## src/rtl/irl_dec_pkg.sv

```systemverilog
package irl_dec_pkg;

    // Controller states: no member selected / one member selected.
    typedef enum logic [0:0] {
        ST_QUIET = 1'b0,
        ST_HOLD  = 1'b1
    } irl_state_e;

    // Transition names for the controller (used for readability).
    typedef enum logic [1:0] {
        TR_IDLE    = 2'd0,
        TR_ENGAGE  = 2'd1,
        TR_SWITCH  = 2'd2,
        TR_RELEASE = 2'd3
    } irl_trans_e;

endpackage

```

## src/rtl/irl_level_decode.sv

```systemverilog
module irl_level_decode #(
    parameter int LVL_W = 4,
    parameter int N_SRC = 15
) (
    input  logic [LVL_W-1:0] level,
    output logic [N_SRC-1:0] sel,
    output logic             hit
);
    localparam logic [LVL_W-1:0] INV_MASK = {LVL_W{1'b1}};

    logic [LVL_W-1:0] chain_idx;
    logic             has_req;

    // Inversion turns the priority level into a link position.
    assign chain_idx = level ^ INV_MASK;
    assign has_req   = (level != '0);

    for (genvar i = 0; i < N_SRC; i++) begin : g_pos
        assign sel[i] = has_req && (chain_idx == LVL_W'(i));
    end

    assign hit = |sel;

endmodule

```

## src/rtl/irl_member.sv

```systemverilog
module irl_member (
    input  logic clk,
    input  logic rst,
    input  logic sel_nx,
    input  logic en_nz,
    output logic asrt,
    output logic rise,
    output logic fall,
    output logic inc,
    output logic boost
);
    logic asrt_d, rise_d, fall_d, inc_d, boost_d;

    always_comb begin
        asrt_d  = sel_nx;
        rise_d  = sel_nx & ~asrt;
        fall_d  = ~sel_nx & asrt;
        inc_d   = sel_nx & ~en_nz & ~boost;
        boost_d = boost | inc_d;
    end

    always_ff @(posedge clk) begin
        if (rst) begin
            asrt  <= 1'b0;
            rise  <= 1'b0;
            fall  <= 1'b0;
            inc   <= 1'b0;
            boost <= 1'b0;
        end else begin
            asrt  <= asrt_d;
            rise  <= rise_d;
            fall  <= fall_d;
            inc   <= inc_d;
            boost <= boost_d;
        end
    end

    // a rise adjustment never lands on a member that was already asserted
    assert_no_double_rise_R6: assert property (@(posedge clk) disable iff (rst)
        rise |-> !$past(asrt));

    // the enable increment is issued at most once until reset
    assert_single_inc_R5: assert property (@(posedge clk) disable iff (rst)
        inc |-> !$past(boost));

    // the boost flag never clears outside reset
    assert_boost_sticky_R5: assert property (@(posedge clk) disable iff (rst)
        $past(boost) |-> boost);

    // a release pulse follows an asserted cycle
    assert_fall_after_assert_R3: assert property (@(posedge clk) disable iff (rst)
        fall |-> ($past(asrt) && !asrt));

endmodule

```

## src/rtl/irl_level_decoder.sv

```systemverilog
module irl_level_decoder #(
    parameter int LVL_W = 4,
    parameter int N_SRC = 15
) (
    input  logic             clk,
    input  logic             rst,
    input  logic [LVL_W-1:0] irl_level,
    input  logic [N_SRC-1:0] en_nonzero,
    output logic [N_SRC-1:0] src_assert,
    output logic [N_SRC-1:0] src_rise,
    output logic [N_SRC-1:0] src_fall,
    output logic [N_SRC-1:0] src_en_inc,
    output logic [N_SRC-1:0] src_en_boost,
    output logic             req_any
);
    import irl_dec_pkg::*;

    logic [N_SRC-1:0] sel_nx;
    logic             hit_nx;
    irl_state_e       state_q, state_d;
    irl_trans_e       trans;

    irl_level_decode #(
        .LVL_W (LVL_W),
        .N_SRC (N_SRC)
    ) u_decode (
        .level (irl_level),
        .sel   (sel_nx),
        .hit   (hit_nx)
    );

    for (genvar i = 0; i < N_SRC; i++) begin : g_member
        irl_member u_member (
            .clk    (clk),
            .rst    (rst),
            .sel_nx (sel_nx[i]),
            .en_nz  (en_nonzero[i]),
            .asrt   (src_assert[i]),
            .rise   (src_rise[i]),
            .fall   (src_fall[i]),
            .inc    (src_en_inc[i]),
            .boost  (src_en_boost[i])
        );
    end

    // Next-state logic
    always_comb begin
        state_d = state_q;
        trans   = TR_IDLE;
        unique case (state_q)
            ST_QUIET: begin
                if (hit_nx) begin
                    state_d = ST_HOLD;
                    trans   = TR_ENGAGE;
                end else begin
                    trans   = TR_IDLE;
                end
            end
            ST_HOLD: begin
                if (hit_nx) begin
                    trans   = TR_SWITCH;
                end else begin
                    state_d = ST_QUIET;
                    trans   = TR_RELEASE;
                end
            end
            default: begin
                state_d = ST_QUIET;
                trans   = TR_RELEASE;
            end
        endcase
    end

    // State register
    always_ff @(posedge clk) begin
        if (rst) state_q <= ST_QUIET;
        else     state_q <= state_d;
    end

    // Output process
    always_comb begin
        unique case (state_q)
            ST_QUIET: req_any = 1'b0;
            ST_HOLD:  req_any = 1'b1;
            default:  req_any = 1'b0;
        endcase
    end

    // never more than one member asserted
    assert_onehot_R3: assert property (@(posedge clk) disable iff (rst)
        $onehot0(src_assert));

    // the controller state agrees with the member array
    assert_state_match_R7: assert property (@(posedge clk) disable iff (rst)
        req_any == (src_assert != '0));

    // a sampled level of zero releases every member
    assert_zero_level_R4: assert property (@(posedge clk) disable iff (rst)
        ($past(irl_level) == '0) |-> (src_assert == '0));

    // at most one rise pulse per cycle
    assert_rise_count_R6: assert property (@(posedge clk) disable iff (rst)
        $countones(src_rise) <= 1);

endmodule

```

## config.mk

```make
export PLATFORM = sky130hd
export DESIGN_NAME = irl_level_decoder
export DESIGN_NICKNAME = d
export VERILOG_FILES = /design/src/rtl/irl_dec_pkg.sv /design/src/rtl/irl_level_decode.sv /design/src/rtl/irl_member.sv /design/src/rtl/irl_level_decoder.sv
export SDC_FILE = /design/constraint.sdc
export NUM_CORES = 1
export LEC_CHECK = 0
export ABC_CLOCK_PERIOD_IN_PS = 1200
export BUFFER_PORTS_ARGS = -buffer_cell sky130_fd_sc_hd__buf_2
export CAP_MARGIN = 0
export CORE_MARGIN = 1.5
export CORE_UTILIZATION = 35
export CTS_CLUSTER_SIZE = 10
export DETAILED_ROUTE_END_ITERATION = 6
export HOLD_SLACK_MARGIN = 0.12
export PLACE_DENSITY = 0.69
export REMOVE_ABC_BUFFERS = 1
export SLEW_MARGIN = 20
export SYNTH_ARGS = -nofsm -noshare
export SYNTH_HDL_FRONTEND = slang
export SYNTH_SLANG_ARGS = --single-unit
export TNS_END_PERCENT = 20
```

## constraint.sdc

```tcl
create_clock -name clk -period 1.2 [get_ports clk]
set_input_delay 0.12 -clock clk [delete_from_list [all_inputs] [get_ports clk]]
set_output_delay 0.12 -clock clk [all_outputs]
set_load 0.01 [all_outputs]
```

Yosys cells after proc, flatten, opt, wreduce, memory -nomap -nowiden
Index checks and enable logic that the tools add are counted.
{"block": "op_classes", "n_addsub": 0, "multipliers": 0, "n_div": 0, "order_cmp": 0, "eq_ne": 14, "n_shift": 0, "muxes": 2, "bitwise_logic": 137, "reduce_logical": 18}
{"op": "$not A1 Y1", "n": 61}
{"op": "$and A1 B1 Y1", "n": 60}
{"op": "$eq A4 B4 Y1 const B", "n": 7}
{"op": "$eq A4 B3 Y1 const B", "n": 4}
{"op": "$logic_and A1 B1 Y1", "n": 15}
{"op": "$or A1 B1 Y1", "n": 15}
{"op": "$reduce_or A15 Y1", "n": 1}
{"op": "$eq A4 B2 Y1 const B", "n": 2}
{"op": "$eq A4 B1 Y1 const B", "n": 1}
{"op": "$logic_not A4 Y1", "n": 1}
{"op": "$not A4 Y4", "n": 1}
{"op": "$reduce_bool A4 Y1", "n": 1}
{"op": "$pmux W1 S2", "n": 1}
{"op": "$mux W1", "n": 1}
{"block": "totals", "register_bits": 76, "latchBits": 0, "ramBits": 0, "romBits": 0, "inputBits": 21, "out_inout_bits": 76, "elab_cells": 247, "memories": 0}

Depth between registers and ports, before layout
Gate-level depths: netlist of run 1.
{"block": "depth", "ltp_word": 6, "depth_mapped": 5, "mapped_depth_nobuf": 2}

Cells and area by module
A second synthesis of run 1 with hierarchy kept.
{"block": "unflattened", "cells_unflattened": 202, "hier_area_um2": 2427.3}
{"mod": "irl_member", "instances": 15, "cells_each": 12, "area_each_um2": 145.1, "seq_area_each_um2": 100.1}
{"mod": "irl_level_decode", "instances": 1, "cells_each": 20, "area_each_um2": 216.5, "seq_area_each_um2": 0.0}
{"mod": "irl_level_decoder", "instances": 1, "cells_each": 2, "area_each_um2": 33.8, "seq_area_each_um2": 20.0}

Least setup slack after synthesis of run 1
No wires, ideal clock.
{"block": "synth_timing", "kind": "input port to flip-flop", "start": "input port irl_level[1]", "end": "register g_member[10].u_member.inc", "setup_time_ps": 87, "t_arrival_ps": 1029, "required_ps": 1113, "slack_ps": 83, "cell_stages": 5, "n_path_buf": 3, "path_cell_list": "buf_6 or3b_1 buf_6 buf_6 nor4_4"}
{"block": "synth_via", "elab_chain_len": 5, "elab_cells_between_ends": 6, "cone_classes": "eq/ne: 1; bitwise: 3; reduce/logical: 2"}
{"item": "from (decl)", "line_no": "irl_level_decoder.sv:7", "text": "input logic [LVL_W-1:0] irl_level,"}
{"item": "$not A4 Y4 (no source line)"}
{"item": "$eq A4 B4 Y1", "line_no": "irl_level_decode.sv:19", "text": "assign sel[i] = has_req && (chain_idx == LVL_W'(i));"}
{"item": "$logic_and A1 B1 Y1 (*)", "line_no": "irl_level_decode.sv:19"}
{"item": "$and A1 B1 Y1 (*) (2 in series)", "line_no": "irl_member.sv:18", "text": "inc_d = sel_nx & ~en_nz & ~boost;"}
{"item": "to (signal assigned)", "line_no": "irl_member.sv:33", "text": "inc <= inc_d;"}
{"item": "to (decl)", "line_no": "irl_member.sv:9", "text": "output logic inc,"}
Mark *: on every way between the ends. The rest lies on a longest branch, timed or not.
A chain may end at the register's enable or synchronous reset.

Worst setup path in the final report of run 1
{"block": "layout_timing", "start": "register g_member[10].u_member.asrt", "end": "output port src_assert[10]"}
{"item": "from (decl)", "line_no": "irl_member.sv:6", "text": "output logic asrt,"}
{"item": "from (signal assigned)", "line_no": "irl_member.sv:30", "text": "asrt <= asrt_d;"}
{"item": "to (decl)", "line_no": "irl_level_decoder.sv:9", "text": "output logic [N_SRC-1:0] src_assert,"}
No word-level cell between the ends.

==> impl_metrics.ini, run 1 <==
[setup_path]
r2r_cells = 2
r2r-start = g_member[2].u_member.asrt$_SDFF_PP0_
cp_cell_sequence = buf_2
endpoint_kind = primary output
cp.arrival_ps = 910
timing.rr.end = g_member[2].u_member.fall$_SDFF_PP0_
cp_num_buf_inv = 1
slowest_stage = dfxtp_1
cp.depth = 1
r2r_slack_ps = 450
start_kind = register
path_class = register to primary output
required_ps = 1080
crit_family = flip-flops
crit_fanout = 3
cpPeakStageDelay_ps = 410

[finish]
nFillCells = 821
drive_above_1_share_pct = 41.23
multi_input_area_um2 = 683.2
nets = 359
syn_to_final_growth_pct = 17.82
seqCellArea_um2 = 1521
utilization_pct = 42.59
diodes = 0

[hold_path]
hold_start = irl_level[0]
min_to = g_member[12].u_member.fall$_SDFF_PP0_
min_path_type = input port to register
worstHoldPathCells = 3

[pwr]
vdd_drop_max_uv = 609.3
p_leak_uw = 0.001552
power_density_nw_per_um2 = 1460

[timing]
hold_viol = 0
max_freq_mhz = 968.5
finalCriticalPeriod_ps = 1033
finalClockSkew_ps = 4.087
report.final.slew_viol_count = 0
fin_crit_sh_pct = 86.04
fin_tns_setup_ps = 0
worstMarginPinSlew_ps = 357.8
setup_viol_count_final = 0
relSlewSlack_pct = 76.06
grt_setup_unrepaired = no

[synthesis]
avgSynthCellArea_um2 = 10.24
synth-seq-area-share_pct = 51.22
ys_ff_latch = 76
yosys-top-cells-area = dfxtp_1, buf_4, o32ai_1
synth_top_area_cell = dfxtp_1
synth_edf_count = 0
synth.top_cell.area_share_pct = 51.22
synth-async-reset-ratio_pct = 0
synthDistinctLibCells = 25
yosysMostFrequentCell = dfxtp_1
synth_common_cells = dfxtp_1, buf_4, inv_1
synth_cells = 290
synth-main-ff-cell = dfxtp_1
yosysWarnings = 0
syn-cell-area_um2 = 2970

[die]
io-pin-count = 97
die_area_um2 = 9049
initial_core_util_pct = 36.15
placeableCoreArea_um2 = 8217
die_x_um = 95.13
dieHeight_um = 95.13
rows = 33

[placed_design]
io_buffer_count = 96
place.gp.congestion = 0.7017
hpwl_um = 4318

[route]
ant_nets = 0
wl_per_cell_um = 13.89
route.detailed.drc = 0
num_vias = 1982
drt-initial-drc-count = 57
vias_per_cell = 4.434
dr.pass1.iters = 4
totalWireLength_um = 6207

[run]
maxCapViolCount = 0

[clock_tree]
cts_resized = 0
h-tree-depth = 3
cts_buffers = 9
cts-root-buf = clkbuf_8
clk_latency_ps = 330
post_cts_buffers = 0
clockBufferDepth = 2
clock_sinks = 76
cts_tree = done
clk_pin_slew_ps = 70

[global_route]
antenna_found_initial = 0
grt_pass1_vias = 1946
track_usage_pct = 14.43
grt-ovfl-total = 0
grt_pass1_wl_um = 9618
grt_max_degree = 32

[run_status]
run_status = complete, no violations
-- layout by cell type (no fill, tap or decap), types with 10 or more instances in the layout --
cell / instances
buf_2: 96
buf_4: 12
clkbuf_8: 11
dfxtp_1: 76
dlygate4sd3_1: 17
inv_1: 21
nand2b_1: 10
nor2_1: 17
nor4_1: 11
o32ai_1: 15
-- per-stage QoR --
step	setup slack [ps]	total power, uW	area, um2	hold slack [ps]	std cells
final	167.5	5108	3500	158.5	447
after CTS	157.1	5190	3500	127.8	447
after floorplan	91.28	2759	2283	189.1	196
after global placement	5.993	2981	3105	300.2	415
after detailed placement	-45.67	2987	3105	303.4	415
after global routing	123.8	5340	3500	144.1	447
-- cell families after synthesis --
logic type,Yosys count,synth area share (%)
buffers and inverters,115,25.78
flip-flops,76,51.22
AND/OR/NAND/NOR,69,15.29
AO/OA/AOI/OAI,30,7.709
-- registers in the layout, summed over array words and instances, names as in the netlist --
| name | cells |
|---|---|
| g_member.u_member.asrt | 15 |
| g_member.u_member.inc | 15 |
| g_member.u_member.rise | 15 |
| g_member.u_member.fall | 15 |
| g_member.u_member.boost | 15 |
| state_q | 1 |
-- per-layer routing --
layer | track usage [%] | up-vias | share of wire (%)
li1 | - | 990 | -
met1 | 17.36 | 918 | 45
met2 | 23.29 | 68 | 47
met3 | 5.343 | 6 | 7.2
met4 | 5.597 | 0 | 0.95
met5 | 0 | - | 0
-- cell type report --
class / instances / area share (%)
inverters: 21 / 2.252
repair buffers: 131 / 24.60
well taps: 105 / 3.754
multi-input cells: 99 / 19.52
flip-flops and latches: 76 / 43.48
clock inverters: 4 / 2.074
clock buffers: 11 / 4.326
-- how the worst max path moves through the flow --
stage	end	startpoint	slack, ps
2_1_floorplan	g_member[10].u_member.boost$_SDFF_PP0_	rst	90
3_3_place_gp	g_member[11].u_member.boost$_SDFF_PP0_	rst	6
3_5_place_dp	g_member[11].u_member.boost$_SDFF_PP0_	irl_level[1]	-50
4_1_cts	src_en_boost[9]	g_member[9].u_member.boost$_SDFF_PP0_	160
5_1_grt	src_en_boost[9]	g_member[9].u_member.boost$_SDFF_PP0_	120
6_report	src_assert[10]	g_member[10].u_member.asrt$_SDFF_PP0_	170
-- power breakdown --
| part | switching (uW) | internal (uW) |
|---|---|---|
| Sequential | 21.5 | 2560 |
| Combinational | 205 | 183 |
| Clock | 868 | 1270 |
| Total | 1090 | 4010 |
-- what timing repair did --
action / in CTS / in global routing
hold buffers: 17 / 0
endpoints found under the setup margin: 0 / 0
endpoints found under the hold margin: 32 / 0
No activity file was read; power rests on OpenSTA's default activity.
==> run 2, diff against run 1 <==
==> constraint.sdc (replaced) <==
create_clock -name clk -period 1.2 [get_ports clk]
set_input_delay 0.12 -clock clk [delete_from_list [all_inputs] [get_ports clk]]
set_output_delay 0.12 -clock clk [all_outputs]
set_load 0.05 [all_outputs]
==> run 2 against run 1 <==
Effect of this change: register-to-register slack about the same; die area is the same; critical path type unchanged; final cell count stayed put; power is 2.4% higher; global-route usage is the same; sequential share of layout area about the same; largest power group unchanged; flip-flop and latch count unchanged; clock-buffer cell count unchanged; critical path depth is the same; sequential power hardly changed.
==> impl_metrics.ini, run 2 (synthesis results as in run 1) <==
[placed_design]
io_buffer_count = 96
dpl-instance-area_um2 = 3105
place_worst_setup_slack_ps = -45.67
hpwl_um = 4318
place.gp.congestion = 0.7017

[clock_tree]
post_cts_buffers = 0
clk_pin_slew_ps = 70
cts_buffers = 9
h-tree-depth = 3
clk_latency_ps = 330
clock_sinks = 76
cts_tree = done
clockBufferDepth = 2
cts-root-buf = clkbuf_8

[setup_path]
start_kind = register
crit_family = flip-flops
cp_num_buf_inv = 1
cp_cell_sequence = buf_2
endpoint_kind = primary output
cp.arrival_ps = 1040
slowest_stage = dfxtp_1
crit_fanout = 3
path_class = register to primary output
required_ps = 1080
cpPeakStageDelay_ps = 410

[run_status]
run_status = complete, no violations

[global_route]
use_met3_pct = 5.343
antenna_found_initial = 0
grt-busiest-layer = met2
grt.met2_usage_pct = 23.29
grtUsageMet1_pct = 17.36
grt_pass1_vias = 1946
grt_max_degree = 32
grt-ovfl-total = 0
grt_pass1_wl_um = 9618
track_usage_pct = 14.43

[hold_path]
min_path_type = input port to register

[timing]
setup_viol_count_final = 0
finalClockSkew_ps = 4.143
fin_tns_setup_ps = 0
report.final.slew_viol_count = 0
worstMarginPinSlew_ps = 357.8
fin_ws_ps = 35.11
relSlewSlack_pct = 76.06
max_freq_mhz = 858.4
hold_viol = 0
grt_setup_unrepaired = no
fin_crit_sh_pct = 97.07
finalCriticalPeriod_ps = 1165

[finish]
seqCellArea_um2 = 1521
drive_above_1_share_pct = 41.23
syn_to_final_growth_pct = 17.90
nets = 359
multi_input_area_um2 = 683.2
design_area_um2 = 3502
nFillCells = 820
layout_commonest_cell = buf_2
final_cell_mix = buf_2, dfxtp_1, inv_1
diodes = 0

[die]
placeableCoreArea_um2 = 8217
die_x_um = 95.13
dieHeight_um = 95.13
rows = 33
die_area_um2 = 9049
initial_core_util_pct = 36.15
io-pin-count = 97

[route]
dr.pass1.iters = 4
totalWireLength_um = 6209
num_vias = 1983
vias_per_cell = 4.436
route.detailed.drc = 0
drt-initial-drc-count = 57
wl_per_cell_um = 13.89
ant_nets = 0

[run]
maxCapViolCount = 0

[pwr]
report.power.total_uw = 5230
power_density_nw_per_um2 = 1493
vdd_drop_max_uv = 610.3
p_leak_uw = 0.001552
run 2: cell types whose count changed in the layout (fill, tap and decap cells not counted), sizes merged:
cell | before | now
buf | 114 | 113
clkbuf | 11 | 12
run 2: area by class of cell:
cell class                 count  area share, %
timing repair buffer         131          24.65
clock buffer                  11          4.323
inverter                      21          2.251
tap                          105          3.751
sequential                    76          43.44
multi-input combinational     99          19.51
clock inverter                 4          2.072
run 2: routing by layer:
| metal | part of all wire [%] | routed length, um |
|---|---|---|
| met1 | 45 | 2806 |
| met2 | 47 | 2893 |
| met3 | 7.2 | 449 |
| met4 | 0.95 | 59 |
| met5 | 0 | 0 |
run 2: worst paths after layout:
check	start	to	slack (ps)	depth (start not counted)
min	irl_level[0]	g_member[12].u_member.fall$_SDFF_PP0_	160	3
max	g_member[10].u_member.asrt$_SDFF_PP0_	src_assert[10]	40	1
max reg2reg	g_member[2].u_member.asrt$_SDFF_PP0_	g_member[2].u_member.fall$_SDFF_PP0_	450	2
min reg2reg	g_member[0].u_member.asrt$_SDFF_PP0_	g_member[0].u_member.rise$_SDFF_PP0_	440	1
run 2: report_power, final:
| part | switching, uW | total (uW) | internal [uW] |
|---|---|---|---|
| combinational | 327 | 511 | 184 |
| clock | 867 | 2140 | 1270 |
| sequential | 21.5 | 2580 | 2560 |
run 2: stage by stage:
stage / util [%] / instances / hold WS, ps
after floorplan: - / 196 / 189.1
after global placement: 37.80 / 415 / 300.2
after detailed placement: 37.80 / 415 / 303.4
after CTS: 42.59 / 447 / 127.8
after global routing: 42.62 / 447 / 144.1
final: 42.62 / 447 / 158.5
run 2: what timing repair did:
action	in CTS	in global routing
hold buffers	17	0
resized for setup	0	1
endpoints found under the hold margin	32	0
setup endpoints to repair	0	1
